`src/rtl/alu8_pkg.sv`:
```
package alu8_pkg;

    typedef enum logic [4:0] {
        OP_ADD  = 5'd0,
        OP_ADC  = 5'd1,
        OP_SUB  = 5'd2,
        OP_SBC  = 5'd3,
        OP_AND  = 5'd4,
        OP_OR   = 5'd5,
        OP_XOR  = 5'd6,
        OP_COM  = 5'd7,
        OP_NEG  = 5'd8,
        OP_INC  = 5'd9,
        OP_DEC  = 5'd10,
        OP_LSL  = 5'd11,
        OP_LSR  = 5'd12,
        OP_ROL  = 5'd13,
        OP_ROR  = 5'd14,
        OP_ASR  = 5'd15,
        OP_SWAP = 5'd16,
        OP_CMP  = 5'd17,
        OP_CMPC = 5'd18
    } alu_op_e;

    // bit 5 .. bit 0 = H S V N Z C
    typedef struct packed {
        logic h;
        logic s;
        logic v;
        logic n;
        logic z;
        logic c;
    } flags_t;

    localparam logic [5:0] FMASK_ALL   = 6'b111111;
    localparam logic [5:0] FMASK_SVNZC = 6'b011111;
    localparam logic [5:0] FMASK_SVNZ  = 6'b011110;

    function automatic logic uses_adder(input logic [4:0] code);
        case (code)
            OP_ADD, OP_ADC, OP_SUB, OP_SBC, OP_NEG,
            OP_INC, OP_DEC, OP_CMP, OP_CMPC: return 1'b1;
            default:                         return 1'b0;
        endcase
    endfunction

    function automatic logic is_shift(input logic [4:0] code);
        case (code)
            OP_LSL, OP_LSR, OP_ROL, OP_ROR, OP_ASR: return 1'b1;
            default:                                return 1'b0;
        endcase
    endfunction

    function automatic logic [5:0] mask_for(input logic [4:0] code);
        case (code)
            OP_ADD, OP_ADC, OP_SUB, OP_SBC,
            OP_NEG, OP_CMP, OP_CMPC:             return FMASK_ALL;
            OP_COM, OP_LSL, OP_LSR, OP_ROL,
            OP_ROR, OP_ASR:                      return FMASK_SVNZC;
            OP_AND, OP_OR, OP_XOR, OP_INC,
            OP_DEC:                              return FMASK_SVNZ;
            default:                             return 6'b000000;
        endcase
    endfunction

    function automatic logic writes_result(input logic [4:0] code);
        return (code <= OP_SWAP);
    endfunction

endpackage

```
`src/rtl/alu8_addsub.sv`:
```
module alu8_addsub #(
    parameter int DW = 8
) (
    input  logic [DW-1:0] opa,
    input  logic [DW-1:0] opb,
    input  logic          carry_in,
    input  logic          do_sub,
    output logic [DW-1:0] sum,
    output logic          carry_out,
    output logic          half_out,
    output logic          ovf_out
);
    localparam int NIB = DW / 2;

    logic [DW-1:0]  opb_x;
    logic           cin_x;
    logic [DW:0]    wide;
    logic [NIB:0]   low;

    // Subtraction as a + ~b + ~borrow; carries are inverted back into borrows.
    assign opb_x = do_sub ? ~opb : opb;
    assign cin_x = do_sub ? ~carry_in : carry_in;
    assign wide  = {1'b0, opa} + {1'b0, opb_x} + {{DW{1'b0}}, cin_x};
    assign low   = {1'b0, opa[NIB-1:0]} + {1'b0, opb_x[NIB-1:0]} + {{NIB{1'b0}}, cin_x};

    assign sum       = wide[DW-1:0];
    assign carry_out = wide[DW] ^ do_sub;
    assign half_out  = low[NIB] ^ do_sub;
    assign ovf_out   = (opa[DW-1] == opb_x[DW-1]) && (sum[DW-1] != opa[DW-1]);

endmodule

```
`src/rtl/alu8_bitops.sv`:
```
module alu8_bitops
    import alu8_pkg::*;
#(
    parameter int DW = 8
) (
    input  logic [4:0]    op_code,
    input  logic [DW-1:0] opa,
    input  logic [DW-1:0] opb,
    input  logic          carry_in,
    output logic [DW-1:0] res,
    output logic          carry_out
);
    localparam int NIB = DW / 2;

    always_comb begin
        res       = opa;
        carry_out = carry_in;
        case (op_code)
            OP_AND:  res = opa & opb;
            OP_OR:   res = opa | opb;
            OP_XOR:  res = opa ^ opb;
            OP_COM: begin
                res       = ~opa;
                carry_out = 1'b1;
            end
            OP_LSL: begin
                res       = {opa[DW-2:0], 1'b0};
                carry_out = opa[DW-1];
            end
            OP_ROL: begin
                res       = {opa[DW-2:0], carry_in};
                carry_out = opa[DW-1];
            end
            OP_LSR: begin
                res       = {1'b0, opa[DW-1:1]};
                carry_out = opa[0];
            end
            OP_ROR: begin
                res       = {carry_in, opa[DW-1:1]};
                carry_out = opa[0];
            end
            OP_ASR: begin
                res       = {opa[DW-1], opa[DW-1:1]};
                carry_out = opa[0];
            end
            OP_SWAP: res = {opa[NIB-1:0], opa[DW-1:NIB]};
            default: ;
        endcase
    end

endmodule

```
`src/rtl/alu8_core.sv`:
```
module alu8_core
    import alu8_pkg::*;
#(
    parameter int DW = 8
) (
    input  logic [4:0]    op_code,
    input  logic [DW-1:0] rd_val,
    input  logic [DW-1:0] rr_val,
    input  logic [DW-1:0] imm_val,
    input  logic          use_imm,
    input  logic [5:0]    flags_in,
    output logic [DW-1:0] result,
    output logic          result_we,
    output logic [5:0]    flags_out,
    output logic [5:0]    flags_mask
);
    flags_t        fin;
    flags_t        fnew;
    logic [DW-1:0] opnd_b;

    logic [DW-1:0] as_a, as_b, as_sum;
    logic          as_cin, as_sub, as_c, as_h, as_v;
    logic [DW-1:0] bo_res;
    logic          bo_c;
    logic          zero_sticky;

    assign fin    = flags_t'(flags_in);
    assign opnd_b = use_imm ? imm_val : rr_val;

    // Operand routing for the shared adder
    always_comb begin
        as_a   = rd_val;
        as_b   = opnd_b;
        as_cin = 1'b0;
        as_sub = 1'b0;
        case (op_code)
            OP_ADC:          as_cin = fin.c;
            OP_SUB, OP_CMP:  as_sub = 1'b1;
            OP_SBC, OP_CMPC: begin
                as_sub = 1'b1;
                as_cin = fin.c;
            end
            OP_NEG: begin
                as_a   = '0;
                as_b   = rd_val;
                as_sub = 1'b1;
            end
            OP_INC:  as_b = DW'(1);
            OP_DEC: begin
                as_b   = DW'(1);
                as_sub = 1'b1;
            end
            default: ;
        endcase
    end

    alu8_addsub #(.DW(DW)) u_addsub (
        .opa       (as_a),
        .opb       (as_b),
        .carry_in  (as_cin),
        .do_sub    (as_sub),
        .sum       (as_sum),
        .carry_out (as_c),
        .half_out  (as_h),
        .ovf_out   (as_v)
    );

    alu8_bitops #(.DW(DW)) u_bitops (
        .op_code   (op_code),
        .opa       (rd_val),
        .opb       (opnd_b),
        .carry_in  (fin.c),
        .res       (bo_res),
        .carry_out (bo_c)
    );

    assign zero_sticky = (op_code == OP_SBC) || (op_code == OP_CMPC);
    assign result      = uses_adder(op_code) ? as_sum : bo_res;

    always_comb begin
        fnew.h = as_h;
        fnew.c = uses_adder(op_code) ? as_c : bo_c;
        fnew.n = result[DW-1];
        fnew.z = (result == '0) && (!zero_sticky || fin.z);
        if (uses_adder(op_code))
            fnew.v = as_v;
        else if (is_shift(op_code))
            fnew.v = fnew.n ^ fnew.c;
        else
            fnew.v = 1'b0;
        fnew.s = fnew.n ^ fnew.v;
    end

    assign flags_mask = mask_for(op_code);
    assign flags_out  = (fnew & flags_mask) | (flags_in & ~flags_mask);
    assign result_we  = writes_result(op_code) && (op_code != OP_CMP) && (op_code != OP_CMPC);

    // Checks on the settled outputs
    always_comb begin
        if (op_code == OP_SWAP) begin
            AST_SWAP_KEEPS_FLAGS: assert (flags_out == flags_in);
        end
        if (op_code == OP_AND || op_code == OP_OR || op_code == OP_XOR) begin
            AST_LOGIC_CLEARS_V: assert (!flags_out[3] && flags_out[0] == flags_in[0]);
        end
        if (op_code == OP_INC || op_code == OP_DEC) begin
            AST_STEP_KEEPS_CARRY: assert (flags_out[0] == flags_in[0] && flags_out[5] == flags_in[5]);
        end
        if ((op_code == OP_SBC || op_code == OP_CMPC) && !flags_in[1]) begin
            AST_STICKY_ZERO: assert (!flags_out[1]);
        end
        if (op_code == OP_CMP || op_code == OP_CMPC) begin
            AST_COMPARE_NO_WRITE: assert (!result_we);
        end
        if (op_code == OP_COM) begin
            AST_COM_CARRY_SET: assert (flags_out[0] && !flags_out[3]);
        end
        if (flags_mask[4]) begin
            AST_SIGN_RULE: assert (flags_out[4] == (flags_out[2] ^ flags_out[3]));
        end
        if (op_code > OP_CMPC) begin
            AST_UNDEF_INERT: assert (!result_we && flags_out == flags_in);
        end
    end

endmodule

```
`config.mk`:
```
export PLATFORM = sky130hd
export DESIGN_NAME = alu8_core
export DESIGN_NICKNAME = d
export VERILOG_FILES = /design/src/rtl/alu8_pkg.sv /design/src/rtl/alu8_addsub.sv /design/src/rtl/alu8_bitops.sv /design/src/rtl/alu8_core.sv
export SDC_FILE = /design/constraint.sdc
export NUM_CORES = 1
export LEC_CHECK = 0
export BUFFER_PORTS_ARGS = -buffer_cell sky130_fd_sc_hd__buf_2
export CORE_UTILIZATION = 57
export DETAILED_ROUTE_END_ITERATION = 6
export PLACE_DENSITY = 0.93
export SLEW_MARGIN = 20
export SYNTH_ARGS = -nofsm -noshare
export SYNTH_HDL_FRONTEND = slang
export SYNTH_HIERARCHICAL = 1
export SYNTH_SLANG_ARGS = --single-unit
```
`constraint.sdc`:
```
create_clock -name vclk -period 5.9
set_clock_uncertainty 0.15 [all_clocks]
set_input_delay 0.885 -clock vclk [all_inputs]
set_output_delay 0.885 -clock vclk [all_outputs]
set_load 0.03 [all_outputs]
```
==> results of run 1 <==
-- worst max-delay path: stages --
cell     delay (ns)
buf_2          0.13
inv_1          0.09
ha_1           0.23
nor3_1         0.09
nor4b_2        0.25
nor2_1         0.09
a21oi_1        0.20
xor2_1         0.13
fa_1           0.47
fa_1           0.47
a21o_1         0.20
a21oi_2        0.19
xnor2_1        0.13
nor4_2         0.33
nand2_1        0.10
mux2_2         0.28
a21oi_1        0.13
buf_2          0.21
-- layout make-up --
cell class	instances	share of cell area [%]
inverters	29	4.32
multi-input cells	257	80.2
well taps	48	2.38
repair buffers	63	13.1
-- worst min-delay path by stage --
| stage | start | to | slack (ns) |
|---|---|---|---|
| floorplan | flags_in[2] | flags_out[2] | 1.80 |
| finish | flags_in[5] | flags_out[5] | 1.99 |
| detailed placement | flags_in[5] | flags_out[5] | 2.00 |
| CTS | flags_in[5] | flags_out[5] | 2.00 |
| global placement | flags_in[5] | flags_out[5] | 2.00 |
| global route | flags_in[2] | flags_out[2] | 2.01 |
-- synthesized netlist by cell type (2+ instances only) --
cell	instances	area, um2
o21ai_0	21	105
nor2_1	23	86.3
a222oi_1	3	30.0
a221oi_1	2	17.5
a31oi_1	9	56.3
mux2i_1	12	120
nor4_1	4	25.0
and3b_1	2	17.5
a2bb2oi_1	2	17.5
buf_6	4	45.0
a21oi_1	15	75.1
ha_1	28	350
nand2b_1	4	25.0
or3_1	2	12.5
o211ai_1	3	22.5
nor3_1	5	25.0
fa_1	2	40.0
a211oi_1	2	15.0
nand2_1	27	101
mux2_4	3	45.0
buf_2	10	50.1
xor2_1	13	114
clkbuf_1	2	7.51
o21bai_1	3	22.5
xnor2_1	7	61.3
o22ai_1	4	25.0
nor2b_1	12	75.1
a21o_1	2	15.0
inv_1	29	109
buf_4	5	37.5
mux2_2	13	146
a22oi_1	3	22.5
nand3_1	5	25.0
-- power groups by stage --
stage,Sequential [mW],Clock [mW],Combinational (mW)
after global placement,0,0,0.326
after CTS,0,0,0.337
after detailed placement,0,0,0.335
after floorplan,0,0,0.257
final,0,0,0.350
after global routing,0,0,0.378
-- cell families after synthesis --
logic type	Yosys count	synth area share (%)
compound gates	81	25.0
xor+xnor	20	7.83
fa+ha+maj	30	17.5
buf+inv	51	11.4
mux	29	14.9
simple gates	97	23.4
-- per-layer routing --
| metal | global-route usage [%] | wire length (um) | up-vias | share of wire (%) |
|---|---|---|---|---|
| li1 | - | - | 1176 | - |
| met1 | 36.8 | 2510 | 1099 | 40 |
| met2 | 54.6 | 3050 | 151 | 49 |
| met3 | 1.23 | 517 | 17 | 8.3 |
| met4 | 6.39 | 154 | 0 | 2.5 |
| met5 | 0 | 0 | - | 0 |
-- cell usage in the layout, fill, tap and decap left out, drive strengths merged, types with 3 or more instances in the layout --
master   n
nor3b    3
a31oi   10
buf     63
xor2    13
nor3     5
nand3    5
nand2   27
mux2    16
inv     29
mux2i   12
a21oi   15
ha      28
a211oi   3
o21ai   21
nor2b   13
o211ai   4
a22oi    3
nor4     4
o21bai   3
nor2    24
xnor2    7
a222oi   3
o22ai    4
nand2b   4
-- per-stage QoR --
stage                     instance area, um2  util, %  worst slack [ns]  hold slack [ns]  power [mW]
after floorplan                         2240        -             0.371             1.80       0.257
after global placement                  2490     66.9             0.370             2.00       0.326
after detailed placement                2490     66.9            0.0924             2.00       0.335
after CTS                               2490     66.9            0.0624             2.00       0.337
after global routing                    2520     67.8            0.0319             2.01       0.378
final                                   2520     67.8             0.241             1.99       0.350
==> reports/results.tsv, run 1 <==
metric	value	unit
outcome	finished, final reports clean	
mapped cell area	0.00224	mm2
FF+latch count	0	
Die Height	64.6	um
core footprint	0.00372	mm2
syn_nets	374	
initial antenna violation count	0	
Total Wirelength	6.23	mm
Tcrit/Tclk final	95.9	%
Synth Warn #	6	
via count	2443	
worst-margin pin slew	0.614	ns
hpwl dp	4.87	mm
Worst Setup End Kind	output port	
PostCTS Resize Cnt	0	
Internal Power	138	uW
critical path class	in -> out	
f_max	177	MHz
sum of negative setup slack	0	ns
Final Non-Filler Cells	397	
Std-Cell Rows	22	
Starting DRT DRC Count	159	
Mapped Cells	308	
Critical Path RT	4.87	ns
Multi-input gate area	0.00202	mm2
Pleak	1.24	nW
per-cell routed wire length	15.7	um
Comb pwr share	100.0	%
io pins	57	
power per cell area	139	mW/mm2
Fill cells	338	
minimum clock period	5.66	ns
layout cells sized above 1	28.1	%
Final setup violation count	0	
sequential power share	0	%
Die Area	0.00418	mm2
largest net degree at the start of global routing	26	
CP Capture Point	flags_out[1]	
setup bufs post-CTS	0	
Layout Nets	417	
Syn-to-layout area delta	12.6	%
IO buf count	57	
first-pass GRT wire length	9.96	mm
post-route ant nets	0	
Hold Buf Count CTS	0	
CP max FO	5	
syn_area_per_cell	7.26	um2
Hold WC Path Type	in -> out	
Max Cap Viol	0	
Starting Density	60.2	%
ant diodes	0	
CP startpoint	op_code[1]	
DRC	0	
first-pass iteration count of the detailed router	6	
Yosys cell types	60	
total track usage	29.3	%
Switch Pwr	212	uW
final hold violation count	0	
Die W	64.6	um
vias in the first global route	2205	
Peak VDD IR	0.0000871	V
grt ovf	0	
Worst Setup Start Kind	input port	
WP data arrival	4.62	ns
final count of pins violating max slew	0	
RSZ-0062 raised after global routing	false	
worst hold path cell count	3	
switching share of total power	60.6	%
via/cell ratio	6.15	
clkbuf count	0	
Post-Place Cells	397	
Slew headroom	59.0	%
Routability Congestion	0.920	
Register Area	0	um2
Clock power frac	0	%
post-synthesis sequential area ratio	0	%
Power figures use the tool's default switching activity.
==> run 2, diff against run 1 <==
Settings changed: CORE_ASPECT_RATIO set to 0.5, SETUP_SLACK_MARGIN set to 0.05.
==> run 2 against run 1 <==
Effect of this change: wire length is 4.3% higher; clock-buffer cell count stayed put; final cell count is 0.50% higher; global-route usage grew 0.95 points; total power is 0.80% lower; combinational power barely moved; core utilization increased by 1.9 points; final area is 0.84% lower; critical path type unchanged.
==> reports/results.tsv, run 2 (synthesized netlist as in run 1, its figures left out) <==
metric	value	unit
outcome	finished, final reports clean	
ant diodes	0	
Peak VDD IR	0.0000477	V
power per cell area	139	mW/mm2
pre-CTS WS	0.140	ns
initial antenna violation count	0	
first-pass iteration count of the detailed router	5	
Die W	90.6	um
Std-Cell Rows	15	
Register Area	0	um2
DRC	0	
Hold Path Sink	flags_out[5]	
metal2 WL	2.91	mm
CP most frequent cell	a21oi_1	
commonest non-fill, non-tap cells in the layout	buf_2, inv_1, nand2_1, ha_1, nor2_1	
total track usage	30.3	%
CP max FO	5	
FF+latch count	0	
worst-margin pin slew	0.649	ns
io pins	57	
largest net degree at the start of global routing	26	
Final Non-Filler Cells	399	
vias in the first global route	2115	
RSZ-0062 raised after global routing	false	
Final Core Density	69.7	%
Die Area	0.00419	mm2
top layer in use	met4	
final hold violation count	0	
Die Height	46.3	um
via count	2481	
max incr delay on CP	0.47	ns
Routability Congestion	0.987	
minimum clock period	5.69	ns
Layout Nets	416	
grt ovf	0	
HP Start	flags_in[5]	
Final setup violation count	0	
total power	347	uW
slowest CP cell	fa_1	
M1 wire length	2.95	mm
Hold WC Path Type	in -> out	
Worst Setup Start Kind	input port	
commonest non-fill, non-tap cell in the layout	buf_2	
IO buf count	57	
Syn-to-layout area delta	11.7	%
Post-Place Cells	399	
post-route ant nets	0	
first-pass GRT wire length	10.2	mm
layout cells sized above 1	26.7	%
Critical Path, Cell by Cell	buf_2 -> ha_1 -> nor2_1 -> nand2_1 -> a21oi_1 -> nor3_4 -> xor2_1 -> fa_1 -> fa_1 -> a21o_1 -> a21oi_1 -> xnor2_1 -> nor4_1 -> nand2_1 -> mux2_2 -> a21oi_1 -> buf_2	
final count of pins violating max slew	0	
Pleak	1.24	nW
critical path class	in -> out	
worst setup margin	0.211	ns
hpwl dp	5.19	mm
Starting DRT DRC Count	263	
WP data arrival	4.65	ns
worst hold path cell count	3	
clkbuf count	0	
met3 WL	529	um
f_max	176	MHz
Max Cap Viol	0	
via/cell ratio	6.22	
Slew headroom	56.5	%
sum of negative setup slack	0	ns
Critical Path RT	4.87	ns
per-cell routed wire length	16.3	um
Starting Density	62.4	%
core footprint	0.00358	mm2
Total Wirelength	6.50	mm
setup bufs post-CTS	0	
Worst Setup End Kind	output port	
Tcrit/Tclk final	96.4	%
run 2: layer usage:
layer / vias to the layer above / GRT usage, %
li1: 1184 / -
met1: 1155 / 42.5
met2: 130 / 53.0
met3: 12 / 0.825
met4: 0 / 6.77
met5: - / 0
run 2: through the flow:
step | cell area, um2 | hold WS, ns
detailed placement | 2480 | 2.00
global placement | 2480 | 2.00
floorplan | 2240 | 1.80
finish | 2500 | 2.00
global route | 2500 | 2.00
CTS | 2480 | 2.00
run 2: timing repair:
action	CTS	global route
hold buffers	0	0
resized for setup	0	3
endpoints found under the setup margin	0	1
run 2: power breakdown:
group          leakage [nW]  switching, mW  internal, mW  total [mW]
logic                  1.24          0.211         0.136       0.347
clock network             0              0             0           0
registers                 0              0             0           0
run 2: worst max-delay path by stage:
stage	startpoint	endpoint	slack [ns]	cells past startpoint
after global routing	op_code[0]	flags_out[1]	0.07	19
after global placement	op_code[0]	flags_out[1]	0.37	19
after detailed placement	op_code[0]	flags_out[1]	0.14	18
after floorplan	op_code[0]	flags_out[1]	0.37	18
after CTS	op_code[0]	flags_out[1]	0.14	19
final	op_code[0]	flags_out[1]	0.21	17
run 2: critical path: cells and delay by family:
kind                     cells  cell delay (ns)
AO/OA/AOI/OAI                4             0.89
multiplexers                 1             0.27
adder cells (fa/ha/maj)      3             1.18
XOR/XNOR                     2             0.34
buffers and inverters        2             0.35
AND/OR/NAND/NOR              5             0.75
run 2: cell type report:
cell class / instances / area [um2]
multi-input combinational: 257 / 2000
tap: 51 / 63.8
timing repair buffer: 62 / 323
inverter: 29 / 109
fill: 288 / 1090
